--- src/rtl/xfs_pkg.sv ---
package xfs_pkg;
  localparam int NV = 2;

  typedef enum logic [1:0] {
    MD_VPAIR = 2'd0,
    MD_FAN   = 2'd1,
    MD_PAIR  = 2'd2,
    MD_RSVD  = 2'd3
  } xfs_mode_e;

  typedef struct packed {
    logic vpair;
    logic fan;
    logic pair;
  } xfs_msel_t;

  // counter bank map: vector-pair banks are destination-major
  localparam int B_VP    = 0;   // src Vj -> dst Vi : B_VP + 2*i + j
  localparam int B_FM    = 4;   // fan, matrix -> Vi
  localparam int B_FV    = 6;   // fan, Vi -> matrix
  localparam int B_PM    = 8;   // one-to-one, matrix -> Vi
  localparam int B_PV    = 10;  // one-to-one, Vi -> matrix
  localparam int NBANK   = 12;
endpackage

--- src/rtl/xfs_req_dec.sv ---
module xfs_req_dec
  import xfs_pkg::*;
#(
  parameter int N_FLAGS = 11,
  parameter int ID_W    = 4
) (
  input  logic              valid,
  input  logic [1:0]        mode,
  input  logic [ID_W-1:0]   id,
  output logic [N_FLAGS-1:0] hit,
  output xfs_msel_t         sel
);
  always_comb begin
    for (int k = 0; k < N_FLAGS; k++) begin
      hit[k] = valid && (id == ID_W'(k));
    end
  end

  always_comb begin
    sel.vpair = (xfs_mode_e'(mode) == MD_VPAIR);
    sel.fan   = (xfs_mode_e'(mode) == MD_FAN);
    sel.pair  = (xfs_mode_e'(mode) == MD_PAIR);
  end
endmodule

--- src/rtl/xfs_cnt_bank.sv ---
module xfs_cnt_bank #(
  parameter int N_FLAGS = 11,
  parameter int CNT_W   = 4
) (
  input  logic               clk,
  input  logic               rst_n,
  input  logic [N_FLAGS-1:0] inc,
  input  logic [N_FLAGS-1:0] dec,
  output logic [N_FLAGS-1:0] avail,
  output logic               sat_hit
);
  localparam logic [CNT_W-1:0] CNT_MAX = '1;

  logic [N_FLAGS-1:0] sat_v;

  for (genvar k = 0; k < N_FLAGS; k++) begin : g_ctr
    logic [CNT_W-1:0] cnt_q;
    logic             take;

    assign take     = dec[k] && avail[k];
    assign avail[k] = (cnt_q != '0) || inc[k];
    assign sat_v[k] = inc[k] && !take && (cnt_q == CNT_MAX);

    always_ff @(posedge clk) begin
      if (!rst_n) begin
        cnt_q <= '0;
      end else if (inc[k] && !take) begin
        if (cnt_q != CNT_MAX) cnt_q <= cnt_q + 1'b1;
      end else if (take && !inc[k]) begin
        cnt_q <= cnt_q - 1'b1;
      end
    end
  end

  assign sat_hit = |sat_v;
endmodule

--- src/rtl/xcore_flag_sync.sv ---
module xcore_flag_sync
  import xfs_pkg::*;
#(
  parameter int  N_FLAGS = 11,
  parameter int  CNT_W   = 4,
  localparam int ID_W    = $clog2(N_FLAGS)
) (
  input  logic                 clk,
  input  logic                 rst_n,
  input  logic                 m_set_valid,
  input  logic [1:0]           m_set_mode,
  input  logic [ID_W-1:0]      m_set_id,
  input  logic                 m_set_peer,
  input  logic [NV-1:0]        v_set_valid,
  input  logic [2*NV-1:0]      v_set_mode,
  input  logic [NV*ID_W-1:0]   v_set_id,
  input  logic                 m_wait_valid,
  input  logic [1:0]           m_wait_mode,
  input  logic [ID_W-1:0]      m_wait_id,
  input  logic                 m_wait_peer,
  output logic                 m_wait_ready,
  input  logic [NV-1:0]        v_wait_valid,
  input  logic [2*NV-1:0]      v_wait_mode,
  input  logic [NV*ID_W-1:0]   v_wait_id,
  output logic [NV-1:0]        v_wait_ready,
  output logic                 ovf_err
);
  // request decode
  logic [N_FLAGS-1:0] ms_hit, mw_hit;
  xfs_msel_t          ms_sel, mw_sel;
  logic [N_FLAGS-1:0] vs_hit [NV];
  logic [N_FLAGS-1:0] vw_hit [NV];
  xfs_msel_t          vs_sel [NV];
  xfs_msel_t          vw_sel [NV];

  xfs_req_dec #(.N_FLAGS(N_FLAGS), .ID_W(ID_W)) u_dec_ms (
    .valid(m_set_valid), .mode(m_set_mode), .id(m_set_id), .hit(ms_hit), .sel(ms_sel));
  xfs_req_dec #(.N_FLAGS(N_FLAGS), .ID_W(ID_W)) u_dec_mw (
    .valid(m_wait_valid), .mode(m_wait_mode), .id(m_wait_id), .hit(mw_hit), .sel(mw_sel));

  for (genvar i = 0; i < NV; i++) begin : g_vdec
    xfs_req_dec #(.N_FLAGS(N_FLAGS), .ID_W(ID_W)) u_dec_vs (
      .valid(v_set_valid[i]), .mode(v_set_mode[2*i +: 2]),
      .id(v_set_id[ID_W*i +: ID_W]), .hit(vs_hit[i]), .sel(vs_sel[i]));
    xfs_req_dec #(.N_FLAGS(N_FLAGS), .ID_W(ID_W)) u_dec_vw (
      .valid(v_wait_valid[i]), .mode(v_wait_mode[2*i +: 2]),
      .id(v_wait_id[ID_W*i +: ID_W]), .hit(vw_hit[i]), .sel(vw_sel[i]));
  end

  // counter banks
  logic [N_FLAGS-1:0] inc   [NBANK];
  logic [N_FLAGS-1:0] dec   [NBANK];
  logic [N_FLAGS-1:0] avail [NBANK];
  logic [NBANK-1:0]   sat_v;

  for (genvar b = 0; b < NBANK; b++) begin : g_bank
    xfs_cnt_bank #(.N_FLAGS(N_FLAGS), .CNT_W(CNT_W)) u_bank (
      .clk(clk), .rst_n(rst_n), .inc(inc[b]), .dec(dec[b]),
      .avail(avail[b]), .sat_hit(sat_v[b]));
  end

  // set routing
  always_comb begin
    for (int b = 0; b < NBANK; b++) inc[b] = '0;
    if (ms_sel.fan) begin
      for (int i = 0; i < NV; i++) inc[B_FM + i] = inc[B_FM + i] | ms_hit;
    end
    if (ms_sel.pair) begin
      inc[B_PM + int'(m_set_peer)] = inc[B_PM + int'(m_set_peer)] | ms_hit;
    end
    for (int j = 0; j < NV; j++) begin
      if (vs_sel[j].vpair) begin
        for (int i = 0; i < NV; i++) begin
          inc[B_VP + 2*i + j] = inc[B_VP + 2*i + j] | vs_hit[j];
        end
      end
      if (vs_sel[j].fan)  inc[B_FV + j] = inc[B_FV + j] | vs_hit[j];
      if (vs_sel[j].pair) inc[B_PV + j] = inc[B_PV + j] | vs_hit[j];
    end
  end

  // wait release and consumption
  logic m_fan_ok, m_pair_ok;
  logic [NV-1:0] v_vp_ok, v_fan_ok, v_pair_ok;

  always_comb begin
    for (int b = 0; b < NBANK; b++) dec[b] = '0;

    m_fan_ok     = |(mw_hit & avail[B_FV] & avail[B_FV + 1]);
    m_pair_ok    = |(mw_hit & avail[B_PV + int'(m_wait_peer)]);
    m_wait_ready = (mw_sel.fan && m_fan_ok) || (mw_sel.pair && m_pair_ok);
    if (m_wait_ready) begin
      if (mw_sel.fan) begin
        dec[B_FV]     = mw_hit;
        dec[B_FV + 1] = mw_hit;
      end
      if (mw_sel.pair) dec[B_PV + int'(m_wait_peer)] = mw_hit;
    end

    for (int i = 0; i < NV; i++) begin
      v_vp_ok[i]   = |(vw_hit[i] & avail[B_VP + 2*i] & avail[B_VP + 2*i + 1]);
      v_fan_ok[i]  = |(vw_hit[i] & avail[B_FM + i]);
      v_pair_ok[i] = |(vw_hit[i] & avail[B_PM + i]);
      v_wait_ready[i] = (vw_sel[i].vpair && v_vp_ok[i]) ||
                        (vw_sel[i].fan   && v_fan_ok[i]) ||
                        (vw_sel[i].pair  && v_pair_ok[i]);
      if (v_wait_ready[i]) begin
        if (vw_sel[i].vpair) begin
          dec[B_VP + 2*i]     = vw_hit[i];
          dec[B_VP + 2*i + 1] = vw_hit[i];
        end
        if (vw_sel[i].fan)  dec[B_FM + i] = vw_hit[i];
        if (vw_sel[i].pair) dec[B_PM + i] = vw_hit[i];
      end
    end
  end

  // sticky overflow
  always_ff @(posedge clk) begin
    if (!rst_n) ovf_err <= 1'b0;
    else        ovf_err <= ovf_err | (|sat_v);
  end
endmodule

--- config.mk ---
export PLATFORM = sky130hd
export DESIGN_NAME = xcore_flag_sync
export DESIGN_NICKNAME = d
export VERILOG_FILES = /design/src/rtl/xfs_pkg.sv /design/src/rtl/xfs_req_dec.sv /design/src/rtl/xfs_cnt_bank.sv /design/src/rtl/xcore_flag_sync.sv
export SDC_FILE = /design/constraint.sdc
export NUM_CORES = 2
export LEC_CHECK = 0
export ABC_AREA = 1
export BUFFER_PORTS_ARGS = -buffer_cell sky130_fd_sc_hd__buf_2
export CORE_MARGIN = 2
export CORE_UTILIZATION = 35
export DETAILED_ROUTE_END_ITERATION = 6
export PLACE_DENSITY = 0.56
export SETUP_SLACK_MARGIN = 0.05
export SLEW_MARGIN = 20
export SYNTH_ARGS = -nofsm -noshare
export SYNTH_HDL_FRONTEND = slang
export SYNTH_SLANG_ARGS = --single-unit
--- constraint.sdc ---
create_clock -name clk -period 3.9 [get_ports clk]
set_clock_uncertainty 0.15 [all_clocks]
set_input_delay 0.39 -clock clk [delete_from_list [all_inputs] [get_ports clk]]
set_output_delay 0.39 -clock clk [all_outputs]
set_load 0.005 [all_outputs]
Word-level counts from Yosys, hierarchy flattened:

Index checks and enable logic that the tools add are counted.

* output and inout bits: 4
* input bits: 46
* logic and storage cells: 2748
* bits in registers: 529

* equality and inequality tests: 468
* reduce and logical (&&, ||, !) cells: 1420
* $lt $le $gt $ge: 4
* bitwise operators: 23
* add/subtract/negate cells: 266
* multiplexer cells: 434

Operators with widths (count)
* $mux 4: 396
* $logic_and 1x1->1: 604
* $eq 4x4->1 const B: 150
* $add 4x1->4 const B: 132
* $ne 4x4->1 const B: 132
* $reduce_bool 4->1: 132
* $sub 4x1->4 const B: 132
* $mux 132: 3
* $bwmux 132: 2
* $logic_not 1->1: 264
* $ne 2x2->1 const B: 132
* $reduce_and 2->1: 132
* $reduce_bool 2->1: 132
* $mux 11: 22
* $mux 22: 7
* $logic_or 1x1->1: 137
* $reduce_or 132->1: 1
* $and 11x11->11: 11
* $or 11x11->11: 9
* $eq 4x3->1 const B: 24
* $bmux 11 s4: 2
* $demux 11 s4: 2
* $reduce_or 11->1: 8
* $ge 32x5->1 const B: 2
* other kinds (10): 47

Logic depth before layout (Yosys ltp):

* depth in word-level cells: 31
* depth in mapped cells: 21
* mapped depth without buffers: 21

Modules after synthesis:

From an unflattened synthesis, not the netlist that was laid out.

* cells, all modules: 7608
* area, all modules: 45954.1 µm²

By module, submodules not included
* xfs_cnt_bank at g_bank[0].u_bank ...: cells each 567, instances 7, area an instance 3549.7 µm²
* xfs_cnt_bank at g_bank[1].u_bank ...: cells each 566, instances 3, area an instance 3555.9 µm²
* xfs_cnt_bank at g_bank[2].u_bank: cells each 566, instances 1, area an instance 3575.9 µm²
* xfs_cnt_bank at g_bank[7].u_bank: cells each 567, instances 1, area an instance 3527.1 µm²
* xcore_flag_sync: cells each 616, instances 1, area an instance 2547.4 µm²
* xfs_req_dec: cells each 32, instances 6, area an instance 131.4 µm²

Worst setup path before layout:

OpenSTA, ideal clock, no wires.

* path type: input port to flip-flop
* from: input port m_set_mode[0]
* to: register g_bank[3].u_bank.g_ctr[6].cnt_q[3]
* cell stages on the path: 20
* library setup time: 115 ps
* buffers on the path: 1
* slack: 833 ps
* data required time: 3635 ps
* arrival: 2802 ps
* path through: inv_1 nor2_1 buf_4 nand3_1 inv_1 o21ai_0 nand2_1 nor2_1 nand3_1 nand2_1 nand3_4 nand2_1 nand2_1 ha_1 a21oi_1 o21ai_0 xnor2_1 inv_1 a21oi_1 nor2_1

* elaborated cells between the ends (all ways): 192

RTL lines
* start: declaration: line xcore_flag_sync.sv:11 `input logic [1:0] m_set_mode,`
* $eq 2x1->1: line xfs_req_dec.sv:21 `sel.fan = (xfs_mode_e'(mode) == MD_FAN);`
* $mux 22: line xcore_flag_sync.sv:65 `if (ms_sel.fan) begin`
* $bmux 11 s4: line xcore_flag_sync.sv:69 `inc[B_PM + int'(m_set_peer)] = inc[B_PM + int'(m_set_peer)] | ms_hit;`
* $mux 11 (not written as such) (2 in a row): line xcore_flag_sync.sv:69
* $or 11x11->11: line xcore_flag_sync.sv:69
* $bwmux 132: line xcore_flag_sync.sv:69
* $mux 132 (*): line xcore_flag_sync.sv:68 `if (ms_sel.pair) begin`
* $or 11x11->11: line xcore_flag_sync.sv:74 `inc[B_VP + 2*i + j] = inc[B_VP + 2*i + j] | vs_hit[j];`
* [7 not listed]
* $logic_or 1x1->1 (*): line xcore_flag_sync.sv:105 `(vw_sel[i].fan && v_fan_ok[i]) ||`
* named net v_wait_ready[1]: line xcore_flag_sync.sv:25 `output logic [NV-1:0] v_wait_ready,`
* $mux 22 (*): line xcore_flag_sync.sv:107 `if (v_wait_ready[i]) begin`
* $logic_and 1x1->1 (*): line xfs_cnt_bank.sv:20 `assign take = dec[k] && avail[k];`
* $logic_not 1->1: line xfs_cnt_bank.sv:27 `end else if (inc[k] && !take) begin`
* $logic_and 1x1->1: line xfs_cnt_bank.sv:27
* $ne 2x2->1 (no line) or $reduce_bool 2->1 (tied branches)
* $reduce_and 2->1 (no line)
* end signal: assignment: line xfs_cnt_bank.sv:28 `if (cnt_q != CNT_MAX) cnt_q <= cnt_q + 1'b1;`
* end signal: assignment: line xfs_cnt_bank.sv:30 `cnt_q <= cnt_q - 1'b1;`
* end: declaration: line xfs_cnt_bank.sv:17 `logic [CNT_W-1:0] cnt_q;`

The timed path passes the listed nets; every way through them passes the cells marked *. The select of a mux whose other input is x is not followed.
A chain may end at the register's enable or synchronous reset.

Worst setup path after layout:

* from: register g_bank[8].u_bank.g_ctr[7].cnt_q[0]
* to: register g_bank[0].u_bank.g_ctr[5].cnt_q[3]

* cells in the longest elaborated chain, start to end: 17
* elaborated cells between the ends (all ways): 24

Ends and longest elaborated chain
* start: declaration: line xfs_cnt_bank.sv:17
* start signal: assignment: line xfs_cnt_bank.sv:28
* start signal: assignment: line xfs_cnt_bank.sv:30
* $reduce_bool 4->1 (*): line xfs_cnt_bank.sv:21 `assign avail[k] = (cnt_q != '0) || inc[k];`
* $logic_or 1x1->1 (*): line xfs_cnt_bank.sv:21
* $bmux 11 s4: line xcore_flag_sync.sv:90 `m_pair_ok = |(mw_hit & avail[B_PV + int'(m_wait_peer)]);`
* $mux 11 (not written as such) (2 in a row): line xcore_flag_sync.sv:90
* $and 11x11->11: line xcore_flag_sync.sv:90
* $reduce_or 11->1: line xcore_flag_sync.sv:90
* $logic_and 1x1->1: line xcore_flag_sync.sv:91 `m_wait_ready = (mw_sel.fan && m_fan_ok) || (mw_sel.pair && m_pair_ok);`
* $logic_or 1x1->1: line xcore_flag_sync.sv:91
* $mux 132: line xcore_flag_sync.sv:92 `if (m_wait_ready) begin`
* $mux 22: line xcore_flag_sync.sv:108 `if (vw_sel[i].vpair) begin`
* $mux 22 (*): line xcore_flag_sync.sv:107
* $logic_and 1x1->1 (*): line xfs_cnt_bank.sv:20
* $logic_not 1->1: line xfs_cnt_bank.sv:27
* $logic_and 1x1->1: line xfs_cnt_bank.sv:27
* $ne 2x2->1 (no line) or $reduce_bool 2->1 (tied branches)
* $reduce_and 2->1 (no line)
* end signal: assignment: line xfs_cnt_bank.sv:28
* end signal: assignment: line xfs_cnt_bank.sv:30
* end: declaration: line xfs_cnt_bank.sv:17

Mark *: on every way between the ends. The rest lies on a longest branch, timed or not. The select of a mux whose other input is x is not followed.

==> impl_metrics.yaml <==
power:
  total_leakage_power_nw: 20.5
  peakVddDrop_uv: 278
  power_per_cell_area_mw_per_mm2: 290
setup_path:
  crit_path_cell_trace: "inv_1 > nand4_1 > o21ai_0 > nand2_1 > nor2_1 > nand3_1 > nand2_1 > nand3_4 > nand2_1 > nand2_1 > buf_4 > ha_1 > nand2_1 > o21ai_0 > xnor2_1 > nor2_1 > o21ai_0 > a21oi_1"
  endpoint_kind: "flip-flop"
  cp_bufs_invs: 2
  startpoint_type: "flip-flop"
  timing.critical_path.slowest_stage_cell: "o21ai_0"
  worstSetupPathType: "reg -> reg"
  path_common_cell: "nand2_1"
  rr_worst_depth: 18
  crit-reg2reg-launch: "g_bank[8].u_bank.g_ctr[7].cnt_q[0]$_SDFFE_PN0P_"
  regToRegEndpoint: "g_bank[0].u_bank.g_ctr[5].cnt_q[3]$_SDFFE_PN0P_"
  critical_path.max_stage_delay_ns: 0.43
  worst-endpoint-arrival_ns: 3.88
  critical_path_peak_fanout: 7
  worst_path_dominant_cell_family: "simple AND/OR/NAND/NOR gates"
  crit_required_ns: 4.27
  ff_to_ff_setup_slack_ns: 0.39
route:
  detail-route-antenna-nets: 0
  drt_pre_antenna_iters: 6
  via_per_inst: 5.01
  routed_wire_length_mm: 108
  detail_route.drc_violations: 0
  drt_iter0_markers: 2353
  num_vias: 35600
  wl_per_cell_um: 15.3
die:
  row_count: 120
  io_pins: 50
  floorplan.die.width_um: 331
  die_y_um: 331
  design.core.area_mm2: 0.107
  die_area_mm2: 0.110
  initial_core_util_pct: 35.2
clock_network:
  number_of_setup_buffers_added_after_cts: 0
  cts-hold-fix-buffers: 0
  worst_setup_hold_path_clk_slew_ns: 0.06
  clock_tree.buffer_depth: 3
  clock_insertion_delay_worst_skew_ns: 0.64
  clockRootBuffer: "clkbuf_16"
  clock-sinks: 529
  postCtsResizedCells: 0
  cts-htree-levels: 3
  cts_tree: "yes"
  numCtsBuffers: 70
global_route:
  globalRouteMet2Util_pct: 32.5
  first_global_vias: 33200
  grt_util_met1_pct: 26.2
  grt.met3_usage_pct: 2.20
  global_route.usage.total_pct: 19.5
  grt_antenna_before_repair: 1
  largest_net_degree_at_the_start_of_global_routing: 109
  grt_first_pass_wirelength_mm: 175
  grt.busiest_layer: "met2"
  grt_overflow_total: 0
placed_design:
  routabilityCongestion: 0.891
  hpwl_mm: 85.3
  detailedPlace.worstSlack_ns: -0.456
  port_buffers: 49
timing:
  slew_headroom_pct: 41.5
  setup_total_negative_slack_ns: 0
  fin_crit_sh_pct: 90.0
  maxClockFrequency_mhz: 285
  timing.final.setup_violations: 0
  finalMaxSlewViolations: 0
  worst_path_setup_slack_after_routing_ns: 0.389
  tightest_slew_ns: 0.875
  unrepaired_setup_endpoints_after_global_routing: "no"
  fin_hold_ws_ns: 0.0862
  final-hold-violation-count: 0
  period_minus_slack_ns: 3.51
logic_synthesis:
  synthesis.nets: 5725
  share_of_synthesized_area_occupied_by_flip_flops_and_latches_pct: 28.3
  syn_area_mm2: 0.0375
  synthDistinctLibCells: 45
  syn_inst: 5283
  seq_cells_post_synth: 529
  syn_avg_cell_area_um2: 7.09
  synth_warnings: 0
final_layout:
  fillers: 11000
  nets: 6084
  layout-drive-gt1-share_pct: 10.1
  areaGrowthSynthToFinish_pct: 17.2
worst_hold_path:
  worst_hold_path.num_cells: 3
  worst_hold_startpoint: "rst_n"
  timing.hold.worst_endpoint: "g_bank[7].u_bank.g_ctr[2].cnt_q[3]$_SDFFE_PN0P_"
  hold_path_class: "in -> reg"
flow_run:
  drv.max_cap_violation_count: 0
status:
  run_status: "complete, no violations"
[cells in the mapped netlist (all sizes together)]
library cell,n,share of area (%)
o2111ai,2,0.047
buf,11,0.20
a31oi,30,0.52
dfxtp,529,28
o2111a,1,0.030
nor4,44,0.73
a21o,29,0.58
clkinv,6,0.060
nand2,895,9.3
o22ai,11,0.18
nor2,457,4.6
o21bai,3,0.060
a21oi,602,8.0
a22oi,2,0.040
nand3,277,3.8
and3,8,0.13
or2,32,0.53
o22a,1,0.023
a211oi,9,0.18
nand3b,42,0.84
o211ai,1,0.020
nor3b,3,0.060
ha,264,8.8
xor2,37,0.86
mux2,2,0.060
clkbuf,61,0.61
nand4,152,2.5
fa,132,7.1
xnor2,214,5.0
inv,679,6.8
nor3,106,1.4
o21ai,641,8.6
[kinds of logic after synthesis]
| group | Yosys count | synth area share (%) |
|---|---|---|
| simple gates | 2016 | 24.0 |
| compound gates | 1332 | 18.3 |
| buf+inv | 757 | 7.67 |
| flops | 529 | 28.3 |
| fa+ha+maj | 396 | 15.9 |
| xor+xnor | 251 | 5.87 |
| mux | 2 | 0.0601 |
[sequential cells by signal (all words and copies together) (netlist names)]
signal	cells
g_bank.u_bank.g_ctr.cnt_q	528
ovf_err	1
[through the flow]
step / std cells / total power, mW / utilization [%] / area, um^2
final: 7098 / 12.7 / 41.2 / 43900
after global routing: 7097 / 13.2 / 41.2 / 43900
after CTS: 7097 / 12.9 / 41.2 / 43900
after detailed placement: 6973 / 6.30 / 39.0 / 41600
after global placement: 6973 / 6.28 / 39.0 / 41600
after floorplan: 5283 / 6.03 / - / 37500
[area by class of cell]
| type | instances | area, um^2 | area share [%] |
|---|---|---|---|
| multi-input combinational | 3997 | 24000 | 54.7 |
| clock buffer | 107 | 2110 | 4.81 |
| timing repair buffer | 359 | 2670 | 6.08 |
| sequential | 529 | 10600 | 24.1 |
| antenna | 1 | 2.50 | 0.00570 |
| tap | 1403 | 1760 | 4.00 |
| clock inverter | 17 | 179 | 0.407 |
| inverter | 685 | 2570 | 5.85 |
[power breakdown]
part	internal, mW	total [mW]	switching (mW)
clock network	3.92	6.55	2.63
logic	0.249	0.688	0.439
registers	5.45	5.49	0.0482
total	9.62	12.7	3.12
[cells in the final DEF, fill, tap and decap left out, types with 37 or more instances in the layout]
| master | count |
|---|---|
| ha_1 | 264 |
| nor3_1 | 106 |
| nand4_1 | 152 |
| o21ai_0 | 623 |
| inv_1 | 654 |
| buf_2 | 48 |
| fa_1 | 132 |
| xnor2_1 | 214 |
| a21oi_1 | 602 |
| nand3b_1 | 42 |
| nand2_1 | 859 |
| dfxtp_1 | 529 |
| buf_4 | 303 |
| nand3_1 | 271 |
| nor2_1 | 449 |
| clkbuf_16 | 71 |
| nor4_1 | 43 |
| xor2_1 | 37 |
[metal layers]
metal	part of all wire (%)	wire (um)
met2	46	49700
met3	4.2	4550
met5	0.012	13
met1	47	51100
met4	2.9	3120
[worst min-delay path, delay by kind of cell]
family / cells / cell delay (ns)
AOI/OAI and AO/OA: 2 / 0.20
buffers and inverters: 1 / 0.24
[worst max-delay path by stage]
stage / start / end / slack (ns) / cells past startpoint
2_1_floorplan: m_set_mode[0] / g_bank[3].u_bank.g_ctr[6].cnt_q[3]$_SDFFE_PN0P_ / 0.83 / 20
3_3_place_gp: v_set_mode[3] / ovf_err$_SDFF_PN0_ / -0.60 / 21
3_5_place_dp: v_set_mode[3] / ovf_err$_SDFF_PN0_ / -0.46 / 21
4_1_cts: v_set_mode[3] / ovf_err$_SDFF_PN0_ / 0.23 / 21
5_1_grt: g_bank[6].u_bank.g_ctr[0].cnt_q[1]$_SDFFE_PN0P_ / g_bank[7].u_bank.g_ctr[10].cnt_q[3]$_SDFFE_PN0P_ / 0.07 / 19
6_report: g_bank[8].u_bank.g_ctr[7].cnt_q[0]$_SDFFE_PN0P_ / g_bank[0].u_bank.g_ctr[5].cnt_q[3]$_SDFFE_PN0P_ / 0.39 / 18
Power figures use the tool's default switching activity.
